<file path="config.mk">
export PLATFORM = sky130hd
export DESIGN_NAME = addr_sec_filter
export DESIGN_NICKNAME = d
export VERILOG_FILES = /design/src/rtl/sec_filt_pkg.sv /design/src/rtl/sec_regfile.sv /design/src/rtl/sec_window_match.sv /design/src/rtl/sec_decide.sv /design/src/rtl/addr_sec_filter.sv
export SDC_FILE = /design/constraint.sdc
export NUM_CORES = 1
export LEC_CHECK = 0
export ABC_AREA = 1
export BUFFER_PORTS_ARGS = -buffer_cell sky130_fd_sc_hd__buf_2
export CORE_ASPECT_RATIO = 1.2
export CORE_MARGIN = 1.5
export CORE_UTILIZATION = 30
export CTS_CLUSTER_DIAMETER = 40
export DETAILED_ROUTE_END_ITERATION = 16
export GPL_ROUTABILITY_DRIVEN = 0
export PLACE_DENSITY = 0.44
export SETUP_SLACK_MARGIN = 0.1
export SYNTH_ARGS = -nofsm -noshare
export SYNTH_HDL_FRONTEND = slang
export SYNTH_SLANG_ARGS = --single-unit
export TNS_END_PERCENT = 1
</file>
<file path="constraint.sdc">
create_clock -name clk -period 3.4 [get_ports clk]
set_clock_uncertainty 0.2 [all_clocks]
set_input_delay 0.34 -clock clk [delete_from_list [all_inputs] [get_ports clk]]
set_output_delay 0.34 -clock clk [all_outputs]
set_load 0.03 [all_outputs]
</file>
<file path="src/rtl/sec_filt_pkg.sv">
package sec_filt_pkg;
  localparam int HALF_W   = 16;
  localparam int NUM_RGN  = 8;
  localparam int REG_CNT  = 2 * NUM_RGN + 1;
  localparam int CTL_IDX  = 2 * NUM_RGN;
  localparam int IDX_W    = $clog2(REG_CNT);
  localparam int LEFT_BIT = NUM_RGN;
  localparam int BYP_BIT  = NUM_RGN + 1;

  typedef logic [HALF_W-1:0] half_t;

  localparam half_t CTL_RST = half_t'(1) << BYP_BIT;
endpackage

</file>
<file path="src/rtl/sec_regfile.sv">
module sec_regfile
  import sec_filt_pkg::*;
(
  input  logic             clk,
  input  logic             rst_n,
  input  logic             wr_en,
  input  logic [IDX_W-1:0] wr_idx,
  input  logic [31:0]      wr_data,
  input  logic [IDX_W-1:0] rd_idx,
  output logic [31:0]      rd_data,
  output half_t            lo_bnd [NUM_RGN],
  output half_t            hi_bnd [NUM_RGN],
  output half_t            ctl
);
  half_t regs [REG_CNT];
  half_t wmask;
  half_t wval;

  assign wmask = wr_data[31:16];
  assign wval  = wr_data[15:0];

  always_ff @(posedge clk) begin
    if (!rst_n) begin
      for (int k = 0; k < REG_CNT; k++)
        regs[k] <= (k == CTL_IDX) ? CTL_RST : '0;
    end else if (wr_en && (int'(wr_idx) < REG_CNT)) begin
      regs[wr_idx] <= (regs[wr_idx] & ~wmask) | (wval & wmask);
    end
  end

  always_comb begin
    rd_data = '0;
    if (int'(rd_idx) < REG_CNT)
      rd_data = {16'h0000, regs[rd_idx]};
  end

  for (genvar g = 0; g < NUM_RGN; g++) begin : g_bnd
    assign lo_bnd[g] = regs[g];
    assign hi_bnd[g] = regs[g + NUM_RGN];
  end
  assign ctl = regs[CTL_IDX];

  for (genvar g = 0; g < REG_CNT; g++) begin : g_chk
    AST_MASKED_KEEP: assert property (@(posedge clk) disable iff (!rst_n)
      (wr_en && (int'(wr_idx) == g)) |=>
        (((regs[g] ^ $past(regs[g])) & ~$past(wr_data[31:16])) == '0))
      else $error("masked bits changed");
    AST_OTHER_IDX_STABLE: assert property (@(posedge clk) disable iff (!rst_n)
      (!wr_en || (int'(wr_idx) != g)) |=> $stable(regs[g]))
      else $error("register changed without a write to it");
  end
endmodule

</file>
<file path="src/rtl/sec_window_match.sv">
module sec_window_match
  import sec_filt_pkg::*;
#(
  parameter int MB_W = 12
) (
  input  logic            clk,
  input  logic            rst_n,
  input  logic [MB_W-1:0] mb_idx,
  input  half_t           lo_bnd [NUM_RGN],
  input  half_t           hi_bnd [NUM_RGN],
  output logic [NUM_RGN-1:0] hit
);
  half_t mb_ext;
  assign mb_ext = half_t'(mb_idx);

  for (genvar g = 0; g < NUM_RGN; g++) begin : g_win
    logic ordered;
    assign ordered = (lo_bnd[g] <= hi_bnd[g]);
    assign hit[g]  = ordered && (mb_ext >= lo_bnd[g]) && (mb_ext <= hi_bnd[g]);

    AST_INVERTED_EMPTY: assert property (@(posedge clk) disable iff (!rst_n)
      (lo_bnd[g] > hi_bnd[g]) |-> !hit[g])
      else $error("inverted window reported a hit");
  end
endmodule

</file>
<file path="src/rtl/sec_decide.sv">
module sec_decide
  import sec_filt_pkg::*;
(
  input  logic [NUM_RGN-1:0] hit,
  input  half_t              ctl,
  output logic               secure
);
  logic in_any;
  logic en_hit;

  assign in_any = |hit;
  assign en_hit = |(hit & ctl[NUM_RGN-1:0]);
  assign secure = !ctl[BYP_BIT] && (en_hit || (!in_any && ctl[LEFT_BIT]));
endmodule

</file>
<file path="src/rtl/addr_sec_filter.sv">
module addr_sec_filter
  import sec_filt_pkg::*;
#(
  parameter int ADDR_W   = 32,
  parameter int MB_SHIFT = 20
) (
  input  logic              clk,
  input  logic              rst_n,
  input  logic              wr_en,
  input  logic [4:0]        wr_idx,
  input  logic [31:0]       wr_data,
  input  logic [4:0]        rd_idx,
  output logic [31:0]       rd_data,
  input  logic              acc_valid,
  input  logic [ADDR_W-1:0] acc_addr,
  input  logic              acc_nonsec,
  output logic              secure_req,
  output logic              deny
);
  localparam int MB_W = ADDR_W - MB_SHIFT;

  half_t lo_bnd [NUM_RGN];
  half_t hi_bnd [NUM_RGN];
  half_t ctl;
  logic [NUM_RGN-1:0] hit;
  logic secure;

  sec_regfile u_regs (
    .clk     (clk),
    .rst_n   (rst_n),
    .wr_en   (wr_en),
    .wr_idx  (wr_idx),
    .wr_data (wr_data),
    .rd_idx  (rd_idx),
    .rd_data (rd_data),
    .lo_bnd  (lo_bnd),
    .hi_bnd  (hi_bnd),
    .ctl     (ctl)
  );

  sec_window_match #(.MB_W(MB_W)) u_match (
    .clk    (clk),
    .rst_n  (rst_n),
    .mb_idx (acc_addr[ADDR_W-1:MB_SHIFT]),
    .lo_bnd (lo_bnd),
    .hi_bnd (hi_bnd),
    .hit    (hit)
  );

  sec_decide u_dec (
    .hit    (hit),
    .ctl    (ctl),
    .secure (secure)
  );

  assign secure_req = secure;
  assign deny       = acc_valid && acc_nonsec && secure;

  AST_BYPASS_CLEAR: assert property (@(posedge clk) disable iff (!rst_n)
    ctl[BYP_BIT] |-> !secure_req)
    else $error("secure while bypassed");
  AST_SECURE_NEVER_DENIED: assert property (@(posedge clk) disable iff (!rst_n)
    (acc_valid && !acc_nonsec) |-> !deny)
    else $error("secure requester denied");
  AST_DENY_NEEDS_SECURE: assert property (@(posedge clk) disable iff (!rst_n)
    deny |-> (secure_req && acc_valid))
    else $error("deny without secure target");
  AST_NO_HIT_NO_WINDOW: assert property (@(posedge clk) disable iff (!rst_n)
    (hit == '0 && !ctl[LEFT_BIT]) |-> !secure_req)
    else $error("secure outside windows with leftover disabled");
endmodule

</file>
==> results_dict.tcl, run 1 <==
set metrics [dict create \
    max_stage_delay_ps 450 \
    start_kind "register" \
    cts.htree.levels 3 \
    synth_flop_cell "edfxtp_1" \
    fin_cells 5476 \
    routedWlPerCell_um 23.9 \
    root_buffer "clkbuf_16" \
    powerDensity_nw_per_um2 506 \
    outcome "finished, violations left" \
    tns_ps -395 \
    slew_violations 0 \
    worstHoldPathType "primary input to register" \
    io_buffers 76 \
    slew_headroom 0.569 \
    ys_types 40 \
    n_antenna_cell 0 \
    yosysMostFrequentCell "nand2_1" \
    power_switching_mw 5.81 \
    dpl.hpwl_um 100000 \
    clock_path_buffers 3 \
    hold_viol_final 0 \
    largest_reg_flops 512 \
    grt_pass1_wl_um 188000 \
    grt_max_degree 65 \
    finalCoreUtilization 0.386 \
    cp_cell_sequence "inv_2 -> ha_1 -> a21oi_1 -> nand2_1 -> nor2_1 -> nand2_1 -> nand2_1 -> nand2_1 -> nand3_2 -> nand2_2 -> nor2_4 -> nand3_2 -> nand3_4 -> buf_6 -> nand2_8 -> nor2_4 -> buf_6" \
    path_clk_slew_ps 60 \
    wl_um 131000 \
    synth_top_area_cell "edfxtp_1" \
    clock.fmax_mhz 278 \
    drtIter0Drc 2344 \
    worstPathMaxFanout 3 \
    die_w_um 301 \
    timing.final.crit_period_ps 3600 \
    io_pins 113 \
    cts_buffers 93 \
    overflow 0 \
    ir_worst_vdd_uv 434 \
    async_reset_ff_frac 0 \
    timing.hold.ws_ps 35.3 \
    die_h_um 361 \
    dp.cells 5276 \
    violations "setup timing" \
    worst_pin_slew_ps 641 \
    synth-seq-cells 512 \
    power_frac_comb 0.149 \
    post-route-drc-count 0 \
    finalInstanceArea_um2 40900 \
    viasPerCell 5.11 \
    cts_tree "built" \
    nNetsFinal 4401 \
    grt_pass1_vias 27200 \
    crit_arrival_ps 3060 \
    antenna_found_initial 1 \
    die_area_um2 109000 \
    cpMaxStageDelayCell "edfxtp_1" \
    critPathMostFrequentCell "nand2_1" \
    initial_utilization 0.302 \
    p_int_mw 14.9 \
    grt_usage 0.240 \
    finalCritPeriodShare 1.06 \
    vias 28000 \
    rsz0062_at_grt "true" \
    area_growth_pct 27.9 \
    core_um2 106000 \
    yosysWarnings 0 \
    sw_frac_of_total 0.280 \
    rows 131 \
    reg.largest.list "u_regs.regs: 512 flops" \
    final_layout_size_suffix_gt1_frac 0.151 \
    synth_edf_count 512 \
    ys_seq_area_frac 0.480 \
    placed_cell_area_um2 36900 \
    leakagePower_nw 17.4 \
    regMostFlops "u_regs.regs" \
    cap_viol_max_count 0 \
    antenna_left 0 \
    power.share.clock 0.483 \
    syn_area_um2 32000 \
    cp_data_required_time_ps 2860 \
    fin_ws_ps -204 \
    clkSinkCount 512 \
    criticalPathCategory "register to output pin" \
    syn_inst 3501 \
    setup_viol 2 \
    synth.avg_cell_area_um2 9.14 \
    yosysTopAreaCellShare 0.480 \
    clk_latency_ps 680 \
    yosys-top-cells-count "nand2_1, edfxtp_1, nor2_1, inv_1, ha_1" \
    ys_top_cells_by_area "edfxtp_1, ha_1, nand2_1" \
    crit_path_end_kind "output pin" \
    p_seq_frac 0.369 \
    drtPass1Iterations 7 \
]
## per-layer routing
metal	vias to the layer above	track usage	routed length (um)
met4	2	0.121	6570
met3	220	0.0270	6690
met5	-	0	12
li1	13200	-	-
met2	911	0.406	63900
met1	13700	0.299	53800
## cell type report
type,instances,area (um^2)
Fill cell,10700,65100
Multi-Input combinational cell,2674,15800
Sequential cell,512,15400
Timing Repair Buffer,335,3210
Clock buffer,102,2360
Tap cell,1396,1750
Inverter,386,1460
Clock inverter,71,986
## layout by cell type, fill, tap and decap left out, types with 153 or more instances in the layout
cell type,synthesis,final
buf_4,26,179
inv_1,374,360
nor2_1,439,416
a21oi_1,289,282
ha_1,320,307
nand2_1,581,558
o21ai_0,252,245
conb_1,1,256
a22oi_1,153,153
edfxtp_1,512,512
## cells by family after synthesis
group	count (synthesis)	synth area share
compound gates	920	0.175
other cells	1	0.000117
flops	512	0.480
buf+inv	570	0.0724
fa+ha+maj	320	0.125
simple gates	1178	0.147
## critical path: cells and delay by family, from the launching register on
kind            cells  cell delay [ps]
flops               1              450
fa+ha+maj           1              260
compound gates      1              200
buf+inv             3              400
simple gates       12             1070
## metrics by stage
step / setup WS, ps / total power [mW]
detailed placement: -150 / 10.7
CTS: -302 / 20.8
floorplan: 702 / 9.25
global placement: -131 / 10.7
global route: -372 / 21.5
finish: -204 / 20.7
## worst paths after layout
check	from	end	slack [ps]	cells after the start
max	u_regs.regs[2][7]	deny	-200	17
min	wr_data[26]	u_regs.regs[26][10]	40	4
max reg2reg	u_regs.regs[15][9]	u_regs.regs[16][9]	380	9
min reg2reg	u_regs.regs[29][2]	u_regs.regs[16][2]	770	6
## power by group through the flow
stage          sequential (mW)  combinational [mW]  clock (mW)
5_1_grt                   7.67                3.36        10.4
2_1_floorplan             7.67                1.58           0
6_report                  7.64                3.08        10.0
3_3_place_gp              7.74                2.95           0
4_1_cts                   7.63                3.02        10.2
3_5_place_dp              7.75                2.96           0
## repair_timing
item                                    CTS  global route
setup buffers                             4             9
gates cloned                              0             0
hold endpoints to repair                 93             0
pin swaps                                14            40
endpoints found under the setup margin    6            11
resized for setup                        42            80
hold buffers                             14             0
Note: power is estimated with default switching activity, not from simulation.
==> run 2, diff against run 1 <==
--- a/config.mk
+++ b/config.mk
@@ -5,7 +5,6 @@
 export SDC_FILE = /design/constraint.sdc
 export NUM_CORES = 1
 export LEC_CHECK = 0
-export ABC_AREA = 1
 export BUFFER_PORTS_ARGS = -buffer_cell sky130_fd_sc_hd__buf_2
 export CORE_ASPECT_RATIO = 1.2
 export CORE_MARGIN = 1.5
@@ -14,6 +13,7 @@
 export DETAILED_ROUTE_END_ITERATION = 16
 export GPL_ROUTABILITY_DRIVEN = 0
 export PLACE_DENSITY = 0.44
+export RECOVER_POWER = 50
 export SETUP_SLACK_MARGIN = 0.1
 export SYNTH_ARGS = -nofsm -noshare
 export SYNTH_HDL_FRONTEND = slang
==> run 2 against run 1 <==
Net effect: the run still ends with setup timing left; total power down 7.0%; clock-buffer cell count down 11; global-route usage down 1.1 points; clock power down 18%; first-iteration DRC count down 12%; non-clock buffer count up 318; wire length down 6.8%; critical path depth down 7; synthesized cell count down 31%; cell area up 2.6%; critical endpoint unchanged; largest cell class unchanged; largest power group unchanged.
==> results_dict.tcl, run 2 <==
set metrics [dict create \
    outcome "finished, violations left" \
    violations "setup timing" \
    slew_violations 0 \
    grt_usage 0.229 \
    timing.final.crit_period_ps 4110 \
    area_growth_pct 33.8 \
    layout_commonest_cell "edfxtp_1" \
    die_area_um2 107000 \
    antenna_found_initial 4 \
    rsz0062_at_grt "true" \
    ys_types 60 \
    vias 24400 \
    routedWlPerCell_um 25.8 \
    nNetsFinal 3687 \
    multi_input_area_um2 16000 \
    regArea_um2 15400 \
    worstHoldStart "wr_data[30]" \
    wl_um 122000 \
    clkSinkCount 512 \
    worstHoldPathType "primary input to register" \
    async_reset_ff_frac 0 \
    reg.largest.list "u_regs.regs: 512 flops" \
    max_stage_delay_ps 480 \
    post-route-drc-count 0 \
    largest_reg_flops 512 \
    crit_arrival_ps 3570 \
    grt_pass1_wl_um 174000 \
    viasPerCell 5.16 \
    cp_cell_sequence "ha_1 -> nand4_1 -> a21o_1 -> a2111oi_4 -> nor4_4 -> buf_4 -> a2111oi_4 -> nand3_2 -> a211oi_2 -> buf_4" \
    finalCritPeriodShare 1.21 \
    crit_path_end_kind "output pin" \
    ys_top_cells_by_area "edfxtp_1, mux4_2, ha_1" \
    overflow 0 \
    worst_pin_slew_ps 1030 \
    synth_top_area_cell "edfxtp_1" \
    nFillCells 9739 \
    yosysWarnings 0 \
    drtPass1Iterations 5 \
    cpMaxStageDelayCell "edfxtp_1" \
    cp_data_required_time_ps 2860 \
    syn_area_um2 31400 \
    start_kind "register" \
    initial_utilization 0.303 \
    synth.avg_cell_area_um2 13.0 \
    hold_viol_final 0 \
    mostFrequentLayoutCells "edfxtp_1, buf_4, nor2_1, ha_1, conb_1" \
    die_h_um 357 \
    synth-seq-cells 512 \
    grt_max_degree 42 \
    cap_viol_max_count 0 \
    criticalPathCategory "register to output pin" \
    rows 129 \
    die_w_um 298 \
    fin_ws_ps -710 \
    critPathTopFamily "compound AO/OA/AOI/OAI gates" \
    cts_buffers 80 \
    r2r_start "u_regs.regs[12][6]" \
    place_ws_ps -755 \
    cts.htree.levels 3 \
    clock_path_buffers 3 \
    syn_inst 2415 \
    dpl.hpwl_um 96900 \
    clk_latency_ps 640 \
    drtIter0Drc 2061 \
    regMostFlops "u_regs.regs" \
    yosys-top-cells-count "edfxtp_1, nor2_1, ha_1, inv_1, mux4_2" \
    synth_edf_count 512 \
    worstPathMaxFanout 3 \
    synth_flop_cell "edfxtp_1" \
    timing.critical_path.buf_inv 2 \
    leakagePower_nw 17.5 \
    finalCoreUtilization 0.406 \
    io_buffers 76 \
    critPathLaunch "u_regs.regs[3][6]" \
    io_pins 113 \
    ir_worst_vdd_uv 304 \
    ys_seq_area_frac 0.490 \
    slew_headroom 0.314 \
    grt_pass1_vias 25400 \
    yosysMostFrequentCell "edfxtp_1" \
    path_clk_slew_ps 50 \
    final_layout_size_suffix_gt1_frac 0.332 \
    clock.fmax_mhz 243 \
    cts_tree "built" \
    core_um2 103000 \
    antenna_left 0 \
    yosysTopAreaCellShare 0.490 \
    root_buffer "clkbuf_16" \
    powerDensity_nw_per_um2 459 \
    setup_viol 177 \
]
run 2: final cells by class:
cell class                      count  share of cell area
Sequential cell                   512               0.366
Inverter                          271              0.0242
Multi-Input combinational cell   1770               0.380
Tap cell                         1375              0.0409
Antenna cell                        3            0.000179
Clock inverter                     55              0.0142
Timing Repair Buffer              653               0.125
Clock buffer                       91              0.0491
run 2: worst register-to-register path: stages, from the launching register on:
cell	delay, ps
edfxtp_1	390
buf_4	170
mux4_2	490
a32o_1	230
a221oi_1	280
buf_4	220
o221ai_1	190
mux2i_4	260
buf_12	220
nor2_1	190
run 2: logic make-up (layout without fill, tap and decap cells):
group / Yosys count / in the layout / synth area share
flops: 512 / 512 / 0.490
other cells: 1 / 259 / 0.000119
compound gates: 347 / 347 / 0.0724
fa+ha+maj: 320 / 320 / 0.128
simple gates: 586 / 586 / 0.0826
buf+inv: 388 / 1070 / 0.0534
mux: 261 / 261 / 0.174
run 2: per-layer routing:
metal | share of wire | GRT usage
met1 | 0.39 | 0.276
met2 | 0.50 | 0.403
met4 | 0.051 | 0.111
met3 | 0.058 | 0.0283
met5 | 0.0014 | 0.0101
run 2: metrics by stage:
| stage | std cells | total power, mW | hold WS, ps | instance area [um^2] | setup TNS [ps] |
|---|---|---|---|---|---|
| 2_1_floorplan | 2670 | 9.34 | 391 | 32400 | -23.6 |
| 3_3_place_gp | 4561 | 10.9 | 616 | 38500 | -29860 |
| 3_5_place_dp | 4561 | 11.0 | 657 | 38500 | -29360 |
| 4_1_cts | 4721 | 19.4 | 4.97 | 41800 | -1400 |
| 5_1_grt | 4727 | 19.9 | 45.2 | 42000 | -65360 |
| 6_report | 4730 | 19.3 | 19.6 | 42000 | -24980 |
run 2: path summary, 6_finish.rpt:
kind | end | slack [ps] | cells past startpoint
setup / recovery | deny | -710 | 10
hold / removal | u_regs.regs[21][14] | 20 | 3
setup reg to reg | u_regs.regs[5][6] | 260 | 9
hold reg to reg | u_regs.regs[24][13] | 1130 | 5
run 2: what timing repair did:
item,4_1_cts,5_1_grt
hold endpoints to repair,16,0
hold buffers,2,0
buffers inserted,12,6
endpoints found under the setup margin,18,14
pin swaps,48,29
resized for setup,143,73
run 2: where the power goes:
part	internal [mW]	switching (mW)	leakage (nW)	total, mW
registers	7.45	0.176	5.19	7.63
logic	1.45	1.97	11.0	3.42
clock network	5.10	3.12	1.30	8.22
total	14.0	5.26	17.5	19.3
